$ cat src/rtl/dagu_pkg.sv
// Package: shared mode encoding for the data address generator.
// Assumes a 4-bit mode field; codes 10..15 are unused.
package dagu_pkg;

    typedef enum logic [3:0] {
        MODE_DIRECT   = 4'd0,
        MODE_LONG_REL = 4'd1,
        MODE_INDEXED  = 4'd2,
        MODE_IND_KEEP = 4'd3,
        MODE_IND_INC  = 4'd4,
        MODE_IND_DEC  = 4'd5,
        MODE_IND_IDX  = 4'd6,
        MODE_SHORT    = 4'd7,
        MODE_FLAG_GLB = 4'd8,
        MODE_FLAG_PG  = 4'd9
    } addr_mode_e;

endpackage

$ cat src/rtl/dagu_regfile.sv
// Module: address register file.
// Holds NREG registers of AW bits and exposes all of them combinationally.
// Two write sources: an explicit load and a post-modify write-back. When both
// target the same register, the load has priority. Synchronous active-low reset.
module dagu_regfile #(
    parameter int AW   = 16,
    parameter int NREG = 8,
    localparam int SW  = $clog2(NREG)
) (
    input  logic                     clk,
    input  logic                     rst_n,
    input  logic                     ld_en,
    input  logic [SW-1:0]            ld_sel,
    input  logic [AW-1:0]            ld_data,
    input  logic                     pm_en,
    input  logic [SW-1:0]            pm_sel,
    input  logic [AW-1:0]            pm_data,
    output logic [NREG-1:0][AW-1:0]  regs
);

    for (genvar i = 0; i < NREG; i++) begin : g_reg
        logic ld_hit;
        logic pm_hit;

        // Per-register decode of the two write sources.
        always_comb begin
            ld_hit = ld_en && (ld_sel == SW'(i));
            pm_hit = pm_en && (pm_sel == SW'(i));
        end

        // Register update: reset, then load, then post-modify.
        always_ff @(posedge clk) begin
            if (!rst_n) begin
                regs[i] <= '0;
            end else if (ld_hit) begin
                regs[i] <= ld_data;
            end else if (pm_hit) begin
                regs[i] <= pm_data;
            end
        end
    end

endmodule

$ cat src/rtl/dagu_addr_calc.sv
// Module: effective address and post-modify computation (purely combinational).
// Reads the register file from before the edge. Produces the next address and,
// for post-modifying indirect modes, the write-back value. Everything wraps
// modulo 2^AW.
module dagu_addr_calc #(
    parameter int AW       = 16,
    parameter int NREG     = 8,
    parameter int OFFW     = 7,
    parameter int IDX_REG  = 5,
    parameter int PAGE_REG = 6,
    parameter int STEP     = 1,
    localparam int SW      = $clog2(NREG)
) (
    input  logic                     req,
    input  logic [3:0]               mode,
    input  logic [SW-1:0]            sel,
    input  logic [AW-1:0]            operand,
    input  logic [OFFW-1:0]          short_off,
    input  logic [NREG-1:0][AW-1:0]  regs,
    output logic [AW-1:0]            ea_next,
    output logic                     wb_en,
    output logic [AW-1:0]            wb_val
);
    import dagu_pkg::*;

    localparam logic [AW-1:0] STEP_V = AW'(STEP);

    logic [AW-1:0] base_v;
    logic [AW-1:0] idx_v;
    logic [AW-1:0] page_v;
    logic [AW-1:0] off_ext;
    logic [AW-1:0] flag_off;
    addr_mode_e    mode_e;

    // Operand selection and offset extension.
    always_comb begin
        base_v   = regs[sel];
        idx_v    = regs[IDX_REG];
        page_v   = regs[PAGE_REG];
        off_ext  = {{(AW-OFFW){1'b0}}, short_off};
        flag_off = {{(AW-OFFW){1'b0}}, short_off[OFFW-1:1], 1'b0};
        mode_e   = addr_mode_e'(mode);
    end

    // Address formation per mode.
    always_comb begin
        case (mode_e)
            MODE_DIRECT:   ea_next = operand;
            MODE_LONG_REL: ea_next = base_v + operand;
            MODE_INDEXED:  ea_next = base_v + idx_v;
            MODE_IND_KEEP,
            MODE_IND_INC,
            MODE_IND_DEC,
            MODE_IND_IDX:  ea_next = base_v;
            MODE_SHORT:    ea_next = page_v + off_ext;
            MODE_FLAG_GLB: ea_next = off_ext;
            MODE_FLAG_PG:  ea_next = page_v + flag_off;
            default:       ea_next = '0;
        endcase
    end

    // Post-modify value and enable, only while a request is present.
    always_comb begin
        wb_en  = 1'b0;
        wb_val = base_v;
        case (mode_e)
            MODE_IND_INC: begin
                wb_en  = req;
                wb_val = base_v + STEP_V;
            end
            MODE_IND_DEC: begin
                wb_en  = req;
                wb_val = base_v - STEP_V;
            end
            MODE_IND_IDX: begin
                wb_en  = req;
                wb_val = base_v + idx_v;
            end
            default: begin
                wb_en  = 1'b0;
                wb_val = base_v;
            end
        endcase
    end

endmodule

$ cat src/rtl/dagu_out_stage.sv
// Module: output register for the effective address and its strobe.
// The strobe follows the request by one edge; the address holds when idle.
module dagu_out_stage #(
    parameter int AW = 16
) (
    input  logic          clk,
    input  logic          rst_n,
    input  logic          req,
    input  logic [AW-1:0] ea_next,
    output logic [AW-1:0] ea,
    output logic          ea_valid
);

    // Capture address on a request; the strobe lasts one cycle.
    always_ff @(posedge clk) begin
        if (!rst_n) begin
            ea       <= '0;
            ea_valid <= 1'b0;
        end else begin
            ea_valid <= req;
            if (req) begin
                ea <= ea_next;
            end
        end
    end

endmodule

$ cat src/rtl/dagu_addr_gen.sv
// Module: data address generator top.
// Combines the register file, the address calculator and the output stage.
// Assumes the caller holds ref_en high for exactly one cycle per memory access.
module dagu_addr_gen #(
    parameter int AW       = 16,
    parameter int NREG     = 8,
    parameter int OFFW     = 7,
    parameter int IDX_REG  = 5,
    parameter int PAGE_REG = 6,
    parameter int STEP     = 1,
    localparam int SW      = $clog2(NREG)
) (
    input  logic            clk,
    input  logic            rst_n,
    input  logic            ref_en,
    input  logic [3:0]      mode,
    input  logic [SW-1:0]   reg_sel,
    input  logic [AW-1:0]   operand,
    input  logic [OFFW-1:0] short_off,
    input  logic            ld_en,
    input  logic [SW-1:0]   ld_sel,
    input  logic [AW-1:0]   ld_data,
    output logic [AW-1:0]   ea,
    output logic            ea_valid
);

    logic [NREG-1:0][AW-1:0] rf_q;
    logic [AW-1:0]           ea_next;
    logic                    wb_en;
    logic [AW-1:0]           wb_val;

    dagu_regfile #(.AW(AW), .NREG(NREG)) u_rf (
        .clk     (clk),
        .rst_n   (rst_n),
        .ld_en   (ld_en),
        .ld_sel  (ld_sel),
        .ld_data (ld_data),
        .pm_en   (wb_en),
        .pm_sel  (reg_sel),
        .pm_data (wb_val),
        .regs    (rf_q)
    );

    dagu_addr_calc #(
        .AW(AW), .NREG(NREG), .OFFW(OFFW),
        .IDX_REG(IDX_REG), .PAGE_REG(PAGE_REG), .STEP(STEP)
    ) u_calc (
        .req       (ref_en),
        .mode      (mode),
        .sel       (reg_sel),
        .operand   (operand),
        .short_off (short_off),
        .regs      (rf_q),
        .ea_next   (ea_next),
        .wb_en     (wb_en),
        .wb_val    (wb_val)
    );

    dagu_out_stage #(.AW(AW)) u_out (
        .clk      (clk),
        .rst_n    (rst_n),
        .req      (ref_en),
        .ea_next  (ea_next),
        .ea       (ea),
        .ea_valid (ea_valid)
    );

endmodule

$ cat config.mk
export PLATFORM = sky130hd
export DESIGN_NAME = dagu_addr_gen
export DESIGN_NICKNAME = d
export VERILOG_FILES = /design/src/rtl/dagu_pkg.sv /design/src/rtl/dagu_regfile.sv /design/src/rtl/dagu_addr_calc.sv /design/src/rtl/dagu_out_stage.sv /design/src/rtl/dagu_addr_gen.sv
export SDC_FILE = /design/constraint.sdc
export NUM_CORES = 1
export LEC_CHECK = 0
export BUFFER_PORTS_ARGS = -buffer_cell sky130_fd_sc_hd__buf_2
export CAP_MARGIN = 20
export CORE_UTILIZATION = 55
export DETAILED_ROUTE_END_ITERATION = 12
export GPL_TIMING_DRIVEN = 0
export HOLD_SLACK_MARGIN = 0.08
export PLACE_DENSITY = 0.7
export SYNTH_ARGS = -nofsm -noshare
export SYNTH_HDL_FRONTEND = slang
export SYNTH_SLANG_ARGS = --single-unit
export TNS_END_PERCENT = 10
$ cat constraint.sdc
create_clock -name clk -period 6.45 [get_ports clk]
set_clock_uncertainty 0.2 [all_clocks]
set_input_delay 0.9675 -clock clk [delete_from_list [all_inputs] [get_ports clk]]
set_output_delay 0.9675 -clock clk [all_outputs]
set_load 0.03 [all_outputs]
==> key figures <==
Min path
  – Worst min path class: reg -> reg
  – Hold Path Depth: 2

Yosys
  – Yosys top cell by area: dfxtp_1
  – Main combinational cell family by area after synthesis: compound AO/OA/AOI/OAI gates
  – Mux share of post-synthesis cell area: 0.0795
  – Post-synth EDFFs: 0
  – Synth unique cells: 85
  – Post-synth top area share: 0.262
  – Synth top area cells: dfxtp_1, nand2_1, a21oi_1
  – Syn_area_per_cell: 7.80 sq um
  – Synth Area in XOR/XNOR: 0.0316
  – Simple-gate share of the synthesized area: 0.198
  – Main synth FF type: dfxtp_1
  – Synth warnings: 0
  – Syn_nets: 1,531
  – Compound-Gate Fraction of Synth Area: 0.316
  – Async SR Flop Fraction: 0
  – #FFs+latches synth: 145
  – Gate Count Post-Synth: 1,422
  – Post-synthesis instance area: 11,100 sq um
  – Synth Area in Adders: 0.0665
  – Sequential area share after synthesis: 0.262

Cells and area
  – Inserted Diodes: 0
  – Area grow syn2layout: 10.7%
  – Layout cells sized above 1: 0.110
  – Layout Cells excl Fill: 1,774
  – Fin nets: 1,606

Routing
  – Total number of vias: 12,100
  – Antenna Violating Nets Remaining: 0
  – Routed wire length: 41,500 um
  – Vias/cell: 6.81
  – Routed len/inst: 23.4 um
  – Residual DRC: 0
  – Drt pass-1 iters: 8
  – Initial DRC count: 1,299

Global route
  – GR Overflow Total: 0
  – Initial antenna violation count: 0
  – GRT Util Overall: 0.404
  – Number of global-route vias before repair: 11,000
  – Pin count of the biggest net entering global routing: 17
  – First-pass GRT wire length: 62,600 um

Placed design
  – Dpl cells: 1,742
  – Final GP Congestion: 0.995
  – Hpwl dp: 32,000 um
  – Port Buffer Count: 53

Clock network
  – CTS tree: done
  – # resized after CTS: 0
  – CTS max path bufs: 2
  – Clock slew at reported path FFs: 80 ps
  – TritonCTS buffer count: 17
  – CTS sink cnt: 145
  – Post-CTS setup buffer count: 0
  – Hold buffers post-CTS: 0
  – Root buf cell: clkbuf_16
  – CTS H-tree depth: 4
  – Skew-Pair Late Insertion Delay: 450 ps

Die
  – Core Rows: 51
  – Core area: 19,600 sq um
  – Die W: 144 um
  – Die ar.: 20,700 sq um
  – Starting Density: 0.566
  – Total I/O pin count: 70
  – Die Height: 144 um

Setup path
  – R2R depth: 15
  – Setup crit end kind: flip-flop
  – CP Depth: 18
  – Reg2reg setup slack: 1530 ps
  – WP data arrival: 6050 ps
  – Critical path's largest stage delay: 720 ps
  – Delay-heaviest family, CP: compound AO/OA/AOI/OAI gates
  – Buf+Inv Stages, Crit Path: 6
  – CP startpoint: reg_sel[1]
  – Slowest cell on the critical path: a222oi_1
  – Setup CP Type: in -> reg
  – Required time of the critical path: 6570 ps
  – Worst flop-to-flop path endpoint: u_rf.regs[30]
  – End of the critical path: u_rf.regs[30]
  – Crit-path cells: buf_2 -> buf_4 -> buf_2 -> clkbuf_1 -> mux4_2 -> mux2i_1 -> inv_1 -> ha_1 -> a21oi_1 -> nand2_1 -> a21o_1 -> a211oi_2 -> o21bai_1 -> a21o_1 -> xor2_1 -> a222oi_1 -> clkbuf_2 -> o221ai_1
  – CP Launch Type: input port
  – Crit Path Max Fanout: 10
  – R2r startpoint: u_rf.regs[104]

STA
  – Final Hold Fails: 0
  – RSZ-0062 raised after global routing: no
  – Slew margin rel.: 0.172
  – Worst slew pin tran: 1240 ps
  – Achievable frequency: 0.168 GHz
  – Minimum clock period: 5940 ps
  – Final Cycle Share: 0.920
  – Max Transition Viols Final: 0
  – Finish-stage setup viols: 0

Power
  – Total power: 2.42 mW
  – PwrDens: 197 nW/um^2
  – Max VDD drop: 0.170 mV
  – Leakage: 4.81 nW

Outcome
  – Outcome: complete, no violations

Run
  – Max Cap Violations: 0
[sequential cells by signal (all words and copies together), names as in the netlist]
signal	count
u_out.ea_valid	1
u_out.ea	16
u_rf.regs	128
[power breakdown]
group          total [mW]  switching [mW]  internal [mW]
Sequential          0.947          0.0224          0.925
Combinational       0.458           0.300          0.158
Clock                1.01           0.468          0.543
Total                2.42           0.790           1.63
[metal layers]
layer / global-route usage / up-vias / part of all wire
li1: - / 5511 / -
met1: 0.503 / 5732 / 0.40
met2: 0.659 / 716 / 0.46
met3: 0.0709 / 123 / 0.089
met4: 0.227 / 0 / 0.046
met5: 0 / - / 0
[cells by family (layout without fill, tap and decap cells)]
logic type               Yosys count  in the layout
adder cells (fa/ha/maj)           56             56
multiplexers                      51             51
AO/OA/AOI/OAI                    516            516
buffers and inverters            121            208
AND/OR/NAND/NOR                  493            493
XOR/XNOR                          40             40
flip-flops                       145            145
[placed cells by master, fill, tap and decap left out, drive strengths merged, types with 5 or more instances in the layout]
cell type and instances:
mux2i 12, o22ai 31, nand4 25, o211a 13, xor2 20, xnor2 20, o21ai 108, inv 29
dfxtp 145, nand2 205, nor2b 19, and2 7, a311oi 34, and3 8, a221o 5, o221ai 19
ha 51, a211oi 15, a21o 22, mux2 11, a31oi 13, buf 81, clkbuf 90, nand2b 12
o211ai 38, nor2 136, o21a 10, a21oi 142, fa 5, mux4 28, o21bai 5, nor3 19
or3 8, nand3 33, a221oi 15, a22oi 11, nor3b 6
[layout make-up]
class,instances,area [sq um]
flip-flops and latches,145,2900
clock inverters,14,149
well taps,265,332
inverters,22,82.6
plain buffers,99,443
multi-input cells,1156,7670
fillers,1809,7300
repair buffers,56,287
clock buffers,17,425
[worst reg2reg max path, cell delays in order, from the launching register on]
cell,delay [ps]
dfxtp_1,310
clkbuf_1,250
mux4_2,520
mux2i_1,390
inv_1,200
ha_1,400
a21oi_1,360
nand2_1,90
a21o_1,240
a211oi_2,280
o21bai_1,100
a21o_1,190
xor2_1,140
a222oi_1,720
clkbuf_2,310
o221ai_1,130
[worst min path at each step]
stage	from	to	slack, ps
CTS	u_rf.regs[26]	u_rf.regs[26]	280
detailed placement	u_rf.regs[26]	u_rf.regs[26]	270
global route	u_rf.regs[3]	u_rf.regs[3]	300
floorplan	u_rf.regs[26]	u_rf.regs[26]	250
finish	u_rf.regs[26]	u_rf.regs[26]	280
global placement	u_rf.regs[26]	u_rf.regs[26]	260
[through the flow]
stage | setup TNS [ps] | util | setup WS, ps | area, sq um | hold slack, ps
6_report | 0 | 0.627 | 514 | 12300 | 285
3_3_place_gp | -683 | 0.597 | -117 | 11700 | 261
2_1_floorplan | 0 | - | 1450 | 11100 | 246
4_1_cts | 0 | 0.627 | 545 | 12300 | 283
3_5_place_dp | 0 | 0.598 | 86.3 | 11700 | 272
5_1_grt | 0 | 0.627 | 303 | 12300 | 305
[synth_stat cells (all sizes together), types with 20 or more instances]
library cell and instances:
nand3 33, nand2 205, xor2 20, a311oi 34, a21oi 142, dfxtp 145
a21o 22, xnor2 20, o21ai 108, o22ai 31, buf 26, clkbuf 72
nor2 136, nand4 25, mux4 28, ha 51, o211ai 38, inv 22
No activity file was read; power rests on OpenSTA's default activity.
